--- src/rtl/c45_pkg.sv ---
package c45_pkg;

    typedef enum logic [1:0] {
        OP_ADDR  = 2'b00,
        OP_WRITE = 2'b01,
        OP_RDINC = 2'b10,
        OP_READ  = 2'b11
    } c45_op_e;

    localparam int HDR_BITS  = 16;
    localparam int DATA_BITS = 16;
    localparam int BODY_BITS = HDR_BITS + DATA_BITS;

    typedef struct packed {
        logic [1:0]  op;
        logic [4:0]  port;
        logic [4:0]  dev;
        logic [15:0] addr;
        logic [15:0] wdata;
    } c45_host_t;

endpackage

--- src/rtl/c45_mdc_gen.sv ---
module c45_mdc_gen #(
    parameter int DIV_W = 8
) (
    input  logic             clk,
    input  logic             rst_n,
    input  logic             en,
    input  logic [DIV_W-1:0] div,
    output logic             mdc,
    output logic             rise_stb,
    output logic             fall_stb
);

    typedef struct packed {
        logic [DIV_W-1:0] cnt;
        logic             mdc;
    } gen_t;

    gen_t s_d, s_q;

    always_comb begin
        s_d      = s_q;
        rise_stb = 1'b0;
        fall_stb = 1'b0;
        if (!en) begin
            s_d.cnt = '0;
            s_d.mdc = 1'b0;
        end else if (s_q.cnt == div) begin
            s_d.cnt  = '0;
            s_d.mdc  = ~s_q.mdc;
            rise_stb = ~s_q.mdc;
            fall_stb = s_q.mdc;
        end else begin
            s_d.cnt = s_q.cnt + 1'b1;
        end
    end

    always_ff @(posedge clk or negedge rst_n) begin
        if (!rst_n) s_q <= '0;
        else        s_q <= s_d;
    end

    assign mdc = s_q.mdc;


    mdc_idle_low_chk: assert property (@(posedge clk) disable iff (!rst_n)
        !en |=> !mdc);

endmodule

--- src/rtl/c45_frame_seq.sv ---
module c45_frame_seq
    import c45_pkg::*;
#(
    parameter int PRE_LEN = 33
) (
    input  logic        clk,
    input  logic        rst_n,
    input  logic        start,
    input  c45_host_t   host,
    input  logic        rise_stb,
    input  logic        fall_stb,
    input  logic        mdc,
    input  logic        mdio_i,
    output logic        busy,
    output logic        done,
    output logic        mdio_o,
    output logic        mdio_oe,
    output logic [15:0] rd_data
);

    localparam int FRAME_LEN  = PRE_LEN + BODY_BITS;
    localparam int IDX_W      = $clog2(FRAME_LEN + 1);
    localparam int TA_FIRST   = PRE_LEN + HDR_BITS - 2;
    localparam int DATA_FIRST = PRE_LEN + HDR_BITS;

    typedef struct packed {
        logic             busy;
        logic             second;
        logic [IDX_W-1:0] idx;
        logic             mo;
        logic             moe;
        logic [15:0]      shreg;
        logic [15:0]      rd;
        logic             done;
    } seq_t;

    seq_t s_d, s_q;

    logic [31:0] word0, word1;
    logic        rd1, rd_cur;
    logic [1:0]  drv;

    // returns {oe, value} for frame bit n
    function automatic logic [1:0] drive_at(input logic rdf, input logic [31:0] w,
                                            input logic [IDX_W-1:0] n);
        logic [1:0] r;
        int         k;
        if (int'(n) < PRE_LEN) begin
            r = 2'b11;
        end else begin
            k = int'(n) - PRE_LEN;
            if (rdf && k >= TA_FIRST - PRE_LEN) r = 2'b01;
            else                                r = {1'b1, w[5'(31 - k)]};
        end
        return r;
    endfunction

    always_comb begin
        word0  = {2'b00, OP_ADDR, host.port, host.dev, 2'b10, host.addr};
        word1  = {2'b00, host.op, host.port, host.dev, 2'b10,
                  host.op[1] ? 16'hFFFF : host.wdata};
        rd1    = host.op[1];
        rd_cur = s_q.second & rd1;
        drv    = 2'b00;

        s_d      = s_q;
        s_d.done = 1'b0;
        if (!s_q.busy) begin
            if (start) begin
                drv        = drive_at(1'b0, word0, '0);
                s_d.busy   = 1'b1;
                s_d.second = 1'b0;
                s_d.idx    = '0;
                s_d.moe    = drv[1];
                s_d.mo     = drv[0];
            end
        end else begin
            if (rise_stb && rd_cur && int'(s_q.idx) >= DATA_FIRST) begin
                s_d.shreg = {s_q.shreg[14:0], mdio_i};
            end
            if (fall_stb) begin
                if (int'(s_q.idx) == FRAME_LEN - 1) begin
                    if (!s_q.second) begin
                        drv        = drive_at(rd1, word1, '0);
                        s_d.second = 1'b1;
                        s_d.idx    = '0;
                        s_d.moe    = drv[1];
                        s_d.mo     = drv[0];
                    end else begin
                        s_d.busy = 1'b0;
                        s_d.done = 1'b1;
                        s_d.moe  = 1'b0;
                        s_d.mo   = 1'b1;
                        if (rd1) s_d.rd = s_q.shreg;
                    end
                end else begin
                    drv     = s_q.second ? drive_at(rd1, word1, s_q.idx + 1'b1)
                                         : drive_at(1'b0, word0, s_q.idx + 1'b1);
                    s_d.idx = s_q.idx + 1'b1;
                    s_d.moe = drv[1];
                    s_d.mo  = drv[0];
                end
            end
        end
    end

    always_ff @(posedge clk or negedge rst_n) begin
        if (!rst_n) begin
            s_q    <= '0;
            s_q.mo <= 1'b1;
        end else begin
            s_q <= s_d;
        end
    end

    assign busy    = s_q.busy;
    assign done    = s_q.done;
    assign mdio_o  = s_q.mo;
    assign mdio_oe = s_q.moe;
    assign rd_data = s_q.rd;


    idle_release_chk: assert property (@(posedge clk) disable iff (!rst_n)
        !busy |-> !mdio_oe);

    mdio_on_fall_chk: assert property (@(posedge clk) disable iff (!rst_n)
        !$stable(mdio_o) |-> $fell(mdc));

    done_idle_chk: assert property (@(posedge clk) disable iff (!rst_n)
        done |-> !busy);

    done_single_chk: assert property (@(posedge clk) disable iff (!rst_n)
        done |=> !done);

    rd_hold_chk: assert property (@(posedge clk) disable iff (!rst_n)
        busy |-> $stable(rd_data));

endmodule

--- src/rtl/c45_mgmt_master.sv ---
module c45_mgmt_master
    import c45_pkg::*;
#(
    parameter int DIV_W   = 8,
    parameter int PRE_LEN = 33
) (
    input  logic             clk,
    input  logic             rst_n,
    input  logic             reg_we,
    input  logic [2:0]       reg_sel,
    input  logic [15:0]      reg_wdata,
    input  logic             start,
    input  logic [DIV_W-1:0] mdc_div,
    input  logic             mdio_i,
    output logic             mdc,
    output logic             mdio_o,
    output logic             mdio_oe,
    output logic             busy,
    output logic             done,
    output logic [15:0]      rd_data
);

    c45_host_t h_d, h_q;
    logic      rise_stb, fall_stb;

    always_comb begin
        h_d = h_q;
        if (reg_we && !busy) begin
            case (reg_sel)
                3'd0:    h_d.op    = reg_wdata[1:0];
                3'd1:    h_d.port  = reg_wdata[4:0];
                3'd2:    h_d.dev   = reg_wdata[4:0];
                3'd3:    h_d.addr  = reg_wdata;
                3'd4:    h_d.wdata = reg_wdata;
                default: ;
            endcase
        end
    end

    always_ff @(posedge clk or negedge rst_n) begin
        if (!rst_n) h_q <= '0;
        else        h_q <= h_d;
    end

    c45_mdc_gen #(.DIV_W(DIV_W)) u_gen (
        .clk      (clk),
        .rst_n    (rst_n),
        .en       (busy),
        .div      (mdc_div),
        .mdc      (mdc),
        .rise_stb (rise_stb),
        .fall_stb (fall_stb)
    );

    c45_frame_seq #(.PRE_LEN(PRE_LEN)) u_seq (
        .clk      (clk),
        .rst_n    (rst_n),
        .start    (start),
        .host     (h_q),
        .rise_stb (rise_stb),
        .fall_stb (fall_stb),
        .mdc      (mdc),
        .mdio_i   (mdio_i),
        .busy     (busy),
        .done     (done),
        .mdio_o   (mdio_o),
        .mdio_oe  (mdio_oe),
        .rd_data  (rd_data)
    );


    host_frozen_chk: assert property (@(posedge clk) disable iff (!rst_n)
        busy && $past(busy) |-> $stable(h_q));

endmodule

--- config.mk ---
export PLATFORM = sky130hd
export DESIGN_NAME = c45_mgmt_master
export DESIGN_NICKNAME = d
export VERILOG_FILES = /design/src/rtl/c45_pkg.sv /design/src/rtl/c45_mdc_gen.sv /design/src/rtl/c45_frame_seq.sv /design/src/rtl/c45_mgmt_master.sv
export SDC_FILE = /design/constraint.sdc
export NUM_CORES = 1
export LEC_CHECK = 0
export ABC_CLOCK_PERIOD_IN_PS = 3470
export BUFFER_PORTS_ARGS = -buffer_cell sky130_fd_sc_hd__buf_2
export CAP_MARGIN = 20
export CORE_MARGIN = 2
export CORE_UTILIZATION = 45
export CTS_CLUSTER_SIZE = 28
export DETAILED_ROUTE_END_ITERATION = 8
export SLEW_MARGIN = 30
export SYNTH_ARGS = -nofsm -noshare
export SYNTH_HDL_FRONTEND = slang
export SYNTH_SLANG_ARGS = --single-unit
export TNS_END_PERCENT = 100
--- constraint.sdc ---
create_clock -name clk -period 3.47 [get_ports clk]
set_input_delay 0 -clock clk [delete_from_list [all_inputs] [get_ports clk]]
set_output_delay 0 -clock clk [all_outputs]
set_load 0.02 [all_outputs]
Word level (Yosys, flattened, before mapping)
Cells that the tools add are included.

Register bits: 97. Bits of input ports: 32. Output and inout bits: 21. Word-level logic and storage cells: 82.

Add/sub/neg operators: 4. Magnitude comparators: 4. Equal/unequal tests: 10. Multiplexer cells: 30. Bitwise logic cells: 2. Reduce and logical (&&, ||, !) cells: 17.

Operator list (number): $mux W11 (3); $mux W9 (2); $mux W1 (16); $mux W16 (1); $reduce_and A2 Y1 (7); $bmux W1 S5 (2); $add A8 B1 Y8 const B (1); $eq A8 B8 Y1 (1); $ge A8 B5 Y1 const B (1); $mux W2 (4); $mux W8 (1); $sub A7 B6 Y8 const B (1); $add A7 B1 Y7 const B (1); $eq A7 B7 Y1 const B (1); $ge A7 B6 Y1 const B (1); $lt A5 B7 Y1 const B (1); $lt A7 B6 Y1 const B (1); $mux W7 (1); $eq A3 B2 Y1 const B (2); $ne A2 B2 Y1 const B (3); $reduce_and A3 Y1 (2); $reduce_and A5 Y1 (1); $sub A1 B5 Y5 const A (1); $logic_and A1 B1 Y1 (4); other kinds (8) (8).

Longest topological paths before layout
Gate-level depths: netlist (run 1).

Depth in word-level cells: 12. Depth in mapped cells: 12. Gate-level depth less buffers: 9.

By module
From an unflattened synthesis (run 1), not the netlist that was laid out.

Cell total of the unflattened synthesis: 377. Area, all modules: 5041.1 um2.

By module, submodules not included: c45_frame_seq (instances 1, cells an instance 230, area an instance 2750.1 um2, seq. area each 1102.3 um2); c45_mgmt_master (instances 1, cells an instance 98, area an instance 1745.4 um2, seq. area each 1101.1 um2); c45_mdc_gen (instances 1, cells an instance 49, area an instance 545.5 um2, seq. area each 225.2 um2).

Least setup slack after synthesis (run 1)
No wires, ideal clock.

Kind: register to register. Start: register u_seq.s_q[36] (netlist name). End: register u_seq.s_q, in the netlist u_seq.mdio_o. Setup time: 0.077 ns. Arrival: 2.551 ns. Required time: 3.393 ns. Setup slack: 0.842 ns. Stages on the path, launching flop included: 12. Path buffers: 2. Clock period less this slack: 2.628 ns. Path through: dfrtp_1 -> buf_2 -> inv_1 -> ha_1 -> buf_2 -> nor4bb_1 -> a31oi_1 -> o221a_2 -> nand2_1 -> mux2_2 -> o31a_1 -> a31oi_1.

Longest elaborated chain between the ends: 12. Elaborated cells on any way between the ends: 20. Those cells by class: 3 x add/sub; 2 x order compare; 1 x eq/ne; 13 x mux; 1 x reduce/logical.

Ends and longest elaborated chain: start: declaration (RTL line c45_frame_seq.sv:37) `seq_t s_d, s_q;`; $add A7 B1 Y7 (RTL line c45_frame_seq.sv:97, c45_frame_seq.sv:98); $sub A7 B6 Y8 (RTL line c45_frame_seq.sv:51) `k = int'(n) - PRE_LEN;`; $sub A1 B5 Y5 (RTL line c45_frame_seq.sv:53) `else r = {1'b1, w[5'(31 - k)]};`; $bmux W1 S5 (RTL line c45_frame_seq.sv:53); $mux W1 (implied by the code) (2 in series) (RTL line c45_frame_seq.sv:53); $mux W2 (RTL line c45_frame_seq.sv:52) `if (rdf && k >= TA_FIRST - PRE_LEN) r = 2'b01;`; $mux W2 (RTL line c45_frame_seq.sv:48) `if (int'(n) < PRE_LEN) begin`; $mux W2 (RTL line c45_frame_seq.sv:97) `drv = s_q.second ? drive_at(rd1, word1, s_q.idx + 1'b1)`; $mux W9 (*) (RTL line c45_frame_seq.sv:82) `if (int'(s_q.idx) == FRAME_LEN - 1) begin`; $mux W11 (*) (RTL line c45_frame_seq.sv:81) `if (fall_stb) begin`; $mux W11 (*) (RTL line c45_frame_seq.sv:68) `if (!s_q.busy) begin`.

Every way passes the cells marked *; elsewhere a longest branch is shown, timed or not. The select of a mux whose other input is x is not followed. A chain may end at the register's enable or synchronous reset.

Worst setup path in the final report (run 1)
Ends and elaborated chain as after synthesis.

==> results of run 1 <==
[worst paths after layout]
| kind | from | endpoint | slack [ns] |
|---|---|---|---|
| max in group asynchronous | rst_n | u_seq.s_q[26] | 2.12 |
| max | u_seq.s_q[36] | u_seq.mdio_o | 0.61 |
| min reg2reg | u_seq.rd_data[3] | u_seq.rd_data[3] | 0.50 |
| min in group asynchronous | rst_n | u_gen.mdc | 0.54 |
| min | reg_sel[0] | h_q[43] | 0.1 |
| max reg2reg | u_seq.s_q[36] | u_seq.mdio_o | 0.61 |
[per-stage QoR]
step           utilization  worst slack (ns)  cells  hold WS [ns]  total power [mW]
4_1_cts              0.531             0.647    578        0.0933              2.41
2_1_floorplan            -             0.842    380        -0.296              1.53
3_5_place_dp         0.492             0.673    541        -0.156              1.65
6_report             0.531             0.613    578        0.0999              2.38
3_3_place_gp         0.492             0.758    541        -0.158              1.64
5_1_grt              0.531             0.441    578         0.123              2.51
[power by group through the flow]
stage          Sequential [mW]  Combinational, mW  Clock (mW)
2_1_floorplan             1.30              0.231           0
3_3_place_gp              1.31              0.325           0
3_5_place_dp              1.31              0.335           0
4_1_cts                   1.29              0.358       0.763
5_1_grt                   1.31              0.401       0.806
6_report                  1.29              0.353       0.736
[cell type report]
| cell class | count | share of cell area |
|---|---|---|
| inverter | 6 | 0.00409 |
| clock buffer | 12 | 0.0264 |
| timing repair buffer | 77 | 0.0914 |
| sequential | 97 | 0.441 |
| clock inverter | 4 | 0.00955 |
| tap | 136 | 0.0309 |
| multi-input combinational | 246 | 0.397 |
[routing by layer]
| metal | share of wire | routed length, µm | track usage | up-vias |
|---|---|---|---|---|
| met5 | 0 | 0 | 0 | - |
| met4 | 0.016 | 145 | 0.0531 | 0 |
| met3 | 0.029 | 254 | 0.0357 | 13 |
| met2 | 0.49 | 4280 | 0.275 | 56 |
| met1 | 0.47 | 4120 | 0.216 | 1548 |
| li1 | - | - | - | 1463 |
[logic make-up after synthesis]
kind of cell | count (synthesis)
fa+ha+maj | 5
flops | 97
xor+xnor | 20
simple gates | 85
compound gates | 43
mux | 93
buf+inv | 37
[sequential cells by signal (all words and copies together) (netlist names)]
| name | cells |
|---|---|
| h_q | 44 |
| u_gen.mdc | 1 |
| u_gen.s_q | 8 |
| u_seq.busy | 1 |
| u_seq.done | 1 |
| u_seq.mdio_o | 1 |
| u_seq.mdio_oe | 1 |
| u_seq.rd_data | 16 |
| u_seq.s_q | 24 |
[cells in the mapped netlist (3+ instances only)]
cell / number / share of area
nor3_1: 4 / 0.0041
and2_1: 3 / 0.0039
nor2_1: 21 / 0.016
buf_4: 17 / 0.026
nand4_1: 3 / 0.0039
mux4_2: 10 / 0.047
xnor2_1: 12 / 0.022
and3_1: 5 / 0.0065
mux2i_1: 6 / 0.012
mux2_4: 10 / 0.031
o21ai_1: 3 / 0.0031
ha_1: 5 / 0.013
dfrtp_1: 96 / 0.50
nand2b_1: 4 / 0.0052
o21a_1: 4 / 0.0062
mux2_2: 67 / 0.16
a31oi_1: 3 / 0.0039
buf_2: 9 / 0.0093
inv_1: 6 / 0.0047
xor2_1: 7 / 0.013
a21oi_1: 3 / 0.0031
clkbuf_1: 4 / 0.0031
nand3_1: 11 / 0.011
o21ai_0: 11 / 0.011
nand2_1: 19 / 0.015
[critical path: cells and delay by family, from the launching register on]
kind	cells	cell delay, ns
AOI/OAI and AO/OA	4	0.78
adders and majority gates	1	0.51
DFF	1	0.65
muxes	1	0.36
and+or+nand+nor	2	0.47
==> flow_summary.ini, run 1 <==
[pwr]
seqPwrFrac = 0.543
p_sw_frac = 0.269
max-vdd-ir-drop_mv = 0.270
pwr-share-comb = 0.148
power_switching_mw = 0.641
intPower_mw = 1.74
p_leak_nw = 2.66
p_clk_frac = 0.309
p_per_area_nw_per_um2 = 432

[synthesis]
muxShareOfSynthArea = 0.246
ys_async_sr_fraction = 1.00
synth_top_family_by_area = multiplexers
yosysWarnings = 0
synth_edf_count = 0
synth_adder_area_share = 0.0129
synth_cells = 380
syn_area_um2 = 4830
syn_nets = 417
synth_simple_gate_area_frac = 0.0932
ys_seq_area_frac = 0.502
synthDistinctLibCells = 57
synth-compound-area-share = 0.0616
avgSynthCellArea_um2 = 12.7
synth_xor_xnor_area_share = 0.0378
synth_seq_cells = 97
synth_ff_type = dfrtp_1

[detailed_routing]
first_pass_iters = 4
ant_nets = 0
viasPerCell = 5.33
drc = 0
postRouteWirelength_um = 8800
wire_per_inst_um = 15.2
drt-initial-drc-count = 112
num_vias = 3080

[layout]
n_fill_cell = 902
stdcell_area_um2 = 5510
area_growth_pct = 13.9
layout-drive-gt1-share = 0.373
layout_commonest_cell = dfrtp_1
num_antenna_cells = 0
multi_input_area_um2 = 2180
most-common-layout-cells = dfrtp_1, mux2_2, buf_2
seqCellArea_um2 = 2430
nets = 474

[cts]
root_buffer = clkbuf_8
clk_latency_ns = 0.36
cts_sinks = 97
clockBufferDepth = 2
cts_tree = done
cts.repair.resized = 0
post-cts-setup-buffers = 0
cts.clk_slew.worst_paths_ns = 0.09
cts_buffers = 9
ctsHtreeMaxLevel = 3
ctsHoldBuffers = 21

[grt]
grt_use_total = 0.166
grt_pass1_wl_um = 15000
grt_overflow = 0
grt_max_degree = 45
antenna_found_initial = 0
grt_pass1_vias = 3071

[sta]
setup_violations = 0
fmax_mhz = 350
timing.setup.tns_ns = 0
rsz0062_at_grt = false
hold_viol = 0
period_needed_ns = 2.86
maxSlewViolCount = 0
max-slew-margin-rel = 0.385
tightest_slew_ns = 0.918
fin_skew_ns = 0.0113
finalCritPeriodShare = 0.823

[setup_path]
critPathMaxStageDelay_ns = 0.65
crit_path_end_kind = register
cp_max_fo = 16
path_cells = ha_1, nor4bb_1, a31oi_1, o221a_2, nand2_1, mux2_2, o31a_1, a31oi_1
crit_type = register to register
cp_common_cell = a31oi_1
crit_arrival_ns = 3.14
slowest_stage = dfrtp_1
cp-start-kind = register
critical_path_required_ns = 3.75
r2r_cells = 8

[place]
port_buffers = 52
dpl-instance-area_um2 = 5100
place_congestion = 0.879
hpwlAfterDp_um = 6310

[status]
outcome = completed

[die]
die_h_um = 108
initial_core_util = 0.466
coreArea_um2 = 10400
die_w_um = 108
ioPinCount = 53
num_rows = 37
die_area_um2 = 11600

[worst_hold_path]
hold_path_depth = 4
worstHoldPathType = primary input to register

[flow_run]
cap_viol_max_count = 0
No activity file was read; power rests on OpenSTA's default activity.
==> run 2, diff against run 1 <==
--- a/config.mk
+++ b/config.mk
@@ -5,13 +5,14 @@
 export SDC_FILE = /design/constraint.sdc
 export NUM_CORES = 1
 export LEC_CHECK = 0
-export ABC_CLOCK_PERIOD_IN_PS = 3470
+export ABC_CLOCK_PERIOD_IN_PS = 2550
 export BUFFER_PORTS_ARGS = -buffer_cell sky130_fd_sc_hd__buf_2
 export CAP_MARGIN = 20
 export CORE_MARGIN = 2
 export CORE_UTILIZATION = 45
 export CTS_CLUSTER_SIZE = 28
 export DETAILED_ROUTE_END_ITERATION = 8
+export PLACE_DENSITY = 0.66
 export SLEW_MARGIN = 30
 export SYNTH_ARGS = -nofsm -noshare
 export SYNTH_HDL_FRONTEND = slang
==> constraint.sdc (replaced) <==
create_clock -name clk -period 2.55 [get_ports clk]
set_input_delay 0 -clock clk [delete_from_list [all_inputs] [get_ports clk]]
set_output_delay 0 -clock clk [all_outputs]
set_load 0.02 [all_outputs]
==> run 2 against run 1 <==
Utilization increased by 0.68 points. Combinational power increased by 41%. Via count increased by 0.68%. Sequential share of layout area decreased by 0.53 points. Worst hold slack improved by 0.020 ns. Flip-flop and latch count unchanged. Register-to-register slack got worse by 0.52 ns. Count of clock-buffer cells in the layout decreased by 3. Worst setup slack got worse by 0.52 ns. Total power increased by 34%.
==> flow_summary.ini, run 2 (same netlist as run 1, synthesis figures left out) <==
[die]
ioPinCount = 53
num_rows = 37
die_w_um = 108
initial_core_util = 0.466
coreArea_um2 = 10400
die_area_um2 = 11600
die_h_um = 108

[setup_path]
startpoint = u_seq.s_q[35]
r2r_slack_ns = 0.1
worstReg2RegStart = u_seq.s_q[35]
crit_type = register to register
cp-start-kind = register
critical_path_required_ns = 2.84
cp_max_fo = 5
crit_path_end_kind = register
crit_arrival_ns = 2.74

[cts]
cts_tree = done
cts.clk_slew.worst_paths_ns = 0.09
cts_sinks = 97
clk_latency_ns = 0.36
cts_buffers = 9
post-cts-setup-buffers = 0
clockBufferDepth = 2
root_buffer = clkbuf_8
ctsHtreeMaxLevel = 3

[layout]
layout-drive-gt1-share = 0.403
n_fill_cell = 902
regMostFlops = h_q
num_antenna_cells = 0
area_growth_pct = 15.4
nets = 481
largest_reg_flops = 44
layout_commonest_cell = dfrtp_1
most-common-layout-cells = dfrtp_1, mux2_2, buf_2
final_cells = 585

[flow_run]
cap_viol_max_count = 0

[detailed_routing]
wire_per_inst_um = 15.5
num_vias = 3101
drt-initial-drc-count = 107
first_pass_iters = 4
drc = 0
ant_nets = 0
viasPerCell = 5.30
postRouteWirelength_um = 9090

[pwr]
p_leak_nw = 2.71
p_per_area_nw_per_um2 = 572
max-vdd-ir-drop_mv = 0.371

[grt]
antenna_found_initial = 0
grt_pass1_vias = 3278
grt_pass1_wl_um = 15600
grt_overflow = 0
grt_use_total = 0.170
grt_max_degree = 59

[worst_hold_path]
worstHoldStart = reg_sel[1]
worstHoldPathType = primary input to register

[sta]
maxSlewViolCount = 0
post-route-worst-setup-slack_ns = 0.0955
rsz0062_at_grt = false
period_needed_ns = 2.45
max-slew-margin-rel = 0.403
hold_viol = 0
fin_skew_ns = 0.0137
fmax_mhz = 407
timing.setup.tns_ns = 0
setup_violations = 0
tightest_slew_ns = 0.890
hold-worst-slack_ns = 0.120
finalCritPeriodShare = 0.963

[place]
post-place-ws_ns = 0.0840
place_inst = 550
hpwlAfterDp_um = 6600
place_congestion = 0.854
port_buffers = 52

[status]
outcome = completed
## run 2: cell count changes in the layout (fill, tap and decap cells not counted), sizes merged
cell,before,now
inv,6,9
clkbuf,12,9
buf,56,65
dlygate4sd3,21,19
clkinv,0,4
clkinvlp,3,0
bufinv,1,0
## run 2: final cells by class
class | count | area [µm²] | area share
clock inverters | 7 | 62.6 | 0.0112
repair buffers | 84 | 576 | 0.103
inverters | 6 | 22.5 | 0.00404
well taps | 136 | 170 | 0.0305
multi-input cells | 246 | 2190 | 0.393
clock buffers | 9 | 124 | 0.0222
flip-flops and latches | 97 | 2430 | 0.436
## run 2: through the flow
| stage | power [mW] | util | instance area [µm²] |
|---|---|---|---|
| 2_1_floorplan | 2.09 | - | 4840 |
| 3_3_place_gp | 2.24 | 0.501 | 5190 |
| 3_5_place_dp | 2.26 | 0.501 | 5190 |
| 4_1_cts | 3.23 | 0.537 | 5570 |
| 5_1_grt | 3.36 | 0.538 | 5580 |
| 6_report | 3.19 | 0.538 | 5580 |
## run 2: routing by layer
layer  wire length, µm  global-route usage
met3               297              0.0339
met2              4420               0.283
met1              4240               0.223
met5                 0                   0
met4               138              0.0586
## run 2: power breakdown
group	internal, mW	switching, mW
clock	0.375	0.560
combinational	0.260	0.237
sequential	1.64	0.116
total	2.27	0.913
## run 2: critical path, stage by stage (launching register included)
cell and delay, ns:
dfrtp_2 0.45, inv_2 0.10, ha_2 0.31, nor4bb_1 0.27, a31oi_1 0.10, o221a_2 0.32
nand2_2 0.12, mux2_2 0.35, o31a_1 0.23, a31oi_1 0.13
## run 2: worst paths after layout
path                                           to  cells after the start
worst max-delay path                 u_seq.mdio_o                      9
worst min-delay path                      h_q[42]                      4
worst max register to register       u_seq.mdio_o                      9
worst min register to register  u_seq.rd_data[15]                      1
max in group asynchronous            u_seq.mdio_o                      3
min in group asynchronous            u_gen.s_q[5]                      2
## run 2: timing repair
action,4_1_cts,5_1_grt
setup endpoints to repair,0,2
gates resized for setup,0,4
hold buffers,19,0
hold endpoints to repair,85,0
==> run 3, diff against run 2 <==
--- a/config.mk
+++ b/config.mk
@@ -8,11 +8,14 @@
 export ABC_CLOCK_PERIOD_IN_PS = 2550
 export BUFFER_PORTS_ARGS = -buffer_cell sky130_fd_sc_hd__buf_2
 export CAP_MARGIN = 20
+export CELL_PAD_IN_SITES_DETAIL_PLACEMENT = 0
+export CELL_PAD_IN_SITES_GLOBAL_PLACEMENT = 2
 export CORE_MARGIN = 2
-export CORE_UTILIZATION = 45
+export CORE_UTILIZATION = 36
+export CTS_BUF_LIST = sky130_fd_sc_hd__clkbuf_8 sky130_fd_sc_hd__clkbuf_16
 export CTS_CLUSTER_SIZE = 28
 export DETAILED_ROUTE_END_ITERATION = 8
-export PLACE_DENSITY = 0.66
+export PLACE_DENSITY_LB_ADDON = 0.1
 export SLEW_MARGIN = 30
 export SYNTH_ARGS = -nofsm -noshare
 export SYNTH_HDL_FRONTEND = slang
==> run 3 against run 2 <==
Fmax increased by 1.8%. Non-clock buffer count is 5 higher. Worst hold slack worse by 0.031 ns. Highest routed layer unchanged.
==> flow_summary.ini, run 3 (same netlist as run 1, synthesis figures left out) <==
[layout]
area_growth_pct = 19.8
final_cells = 630
num_antenna_cells = 0
regMostFlops = h_q
most-common-layout-cells = dfrtp_1, mux2_2, buf_2
layout-drive-gt1-share = 0.403
largest_reg_flops = 44
layout_commonest_cell = dfrtp_1
nets = 486
n_fill_cell = 1258

[die]
coreArea_um2 = 13200
die_area_um2 = 14400
die_w_um = 120
ioPinCount = 53
initial_core_util = 0.366
die_h_um = 120
num_rows = 42

[cts]
ctsHtreeMaxLevel = 3
clk_latency_ns = 0.35
cts_tree = done
cts_buffers = 9
cts.clk_slew.worst_paths_ns = 0.07
cts_sinks = 97
root_buffer = clkbuf_16
post-cts-setup-buffers = 0
clockBufferDepth = 2

[worst_hold_path]
worstHoldStart = reg_sel[0]
hold_path_depth = 4
hold_end = h_q[42]
worstHoldPathType = primary input to register

[setup_path]
r2r_slack_ns = 0.14
worstReg2RegStart = u_seq.s_q[36]
r2r_cells = 9
critPathMaxStageDelay_ns = 0.41
crit_path_end_kind = register
path_cells = inv_1, ha_1, nor4bb_1, a31oi_1, o221a_2, nand2_2, mux2_2, o31a_1, a31oi_1
crit_arrival_ns = 2.68
critical_path_required_ns = 2.82
cp_max_fo = 5
slowest_stage = dfrtp_1
cp-start-kind = register
crit_type = register to register
cp_common_cell = a31oi_1
reg2reg_to = u_seq.mdio_o

[place]
place_congestion = 0.780
post-place-ws_ns = 0.139
port_buffers = 52
place_inst = 595
hpwlAfterDp_um = 6910

[pwr]
max-vdd-ir-drop_mv = 0.313
p_leak_nw = 2.80
p_per_area_nw_per_um2 = 643

[sta]
fin_skew_ns = 0.00610
maxSlewViolCount = 0
period_needed_ns = 2.41
timing.setup.tns_ns = 0
tightest_slew_ns = 0.660
hold_viol = 0
rsz0062_at_grt = true
setup_violations = 0
max-slew-margin-rel = 0.560
finalCritPeriodShare = 0.946
post-route-worst-setup-slack_ns = 0.139
fmax_mhz = 415

[detailed_routing]
viasPerCell = 4.86
drt-initial-drc-count = 166
num_vias = 3064
ant_nets = 0
wire_per_inst_um = 15.3
first_pass_iters = 4
postRouteWirelength_um = 9620
drc = 0

[grt]
grt_pass1_wl_um = 15900
antenna_found_initial = 0
grt_pass1_vias = 3032
grt_overflow = 0
grt_max_degree = 50
grt_use_total = 0.145

[flow_run]
cap_viol_max_count = 0

[status]
outcome = completed
[run 3: cell count changes in the layout (fill, tap and decap cells not counted), sizes merged]
cell	previous run	this run
inv	9	6
clkinvlp	0	1
bufinv	0	2
clkinv	4	2
clkbuf	9	11
buf	65	70
[run 3: area by class of cell]
class	instances	area, µm²	share of cell area
clock buffer	11	253	0.0437
tap	176	220	0.0380
timing repair buffer	89	601	0.104
inverter	6	22.5	0.00389
clock inverter	5	77.6	0.0134
sequential	97	2430	0.420
multi-input combinational	246	2190	0.378
[run 3: worst max path at each step]
| stage | to | start | depth (start not counted) |
|---|---|---|---|
| 2_1_floorplan | u_seq.mdio_o | u_seq.s_q[36] | 11 |
| 3_3_place_gp | u_seq.mdio_o | u_seq.s_q[35] | 9 |
| 3_5_place_dp | u_seq.mdio_o | u_seq.s_q[35] | 9 |
| 4_1_cts | u_seq.mdio_o | u_seq.s_q[35] | 9 |
| 5_1_grt | u_seq.mdio_o | u_seq.s_q[36] | 9 |
| 6_report | u_seq.mdio_o | u_seq.s_q[36] | 9 |
[run 3: routing by layer]
layer | vias up | part of all wire | track usage
met5 | - | 0 | 0
met4 | 0 | 0.020 | 0.0794
met3 | 12 | 0.026 | 0.0285
met2 | 48 | 0.48 | 0.228
met1 | 1507 | 0.47 | 0.188
li1 | 1497 | - | -
[run 3: repair_timing]
action | 4_1_cts | 5_1_grt
endpoints found under the setup margin | 0 | 2
hold buffers | 19 | 0
resized for setup | 0 | 2
endpoints found under the hold margin | 93 | 0
[run 3: metrics by stage]
| stage | util | instance area, µm² | hold slack, ns | power, mW |
|---|---|---|---|---|
| finish | 0.439 | 5790 | 0.0884 | 3.72 |
| global route | 0.439 | 5790 | 0.126 | 3.93 |
| detailed placement | 0.399 | 5270 | 0.0817 | 2.26 |
| floorplan | - | 4840 | -0.296 | 2.09 |
| CTS | 0.439 | 5790 | 0.0799 | 3.79 |
| global placement | 0.399 | 5270 | 0.0770 | 2.26 |
[run 3: report_power, final]
group          switching [mW]  internal [mW]
clock                   0.566          0.909
sequential              0.116           1.64
combinational           0.235          0.256
total                   0.917           2.81
[run 3: critical path: cells and delay by family, from the launching register on]
kind,cells,cell delay [ns]
AO/OA/AOI/OAI,4,0.78
adder cells (fa/ha/maj),1,0.32
buffers and inverters,1,0.10
flip-flops,1,0.41
multiplexers,1,0.35
AND/OR/NAND/NOR,2,0.38
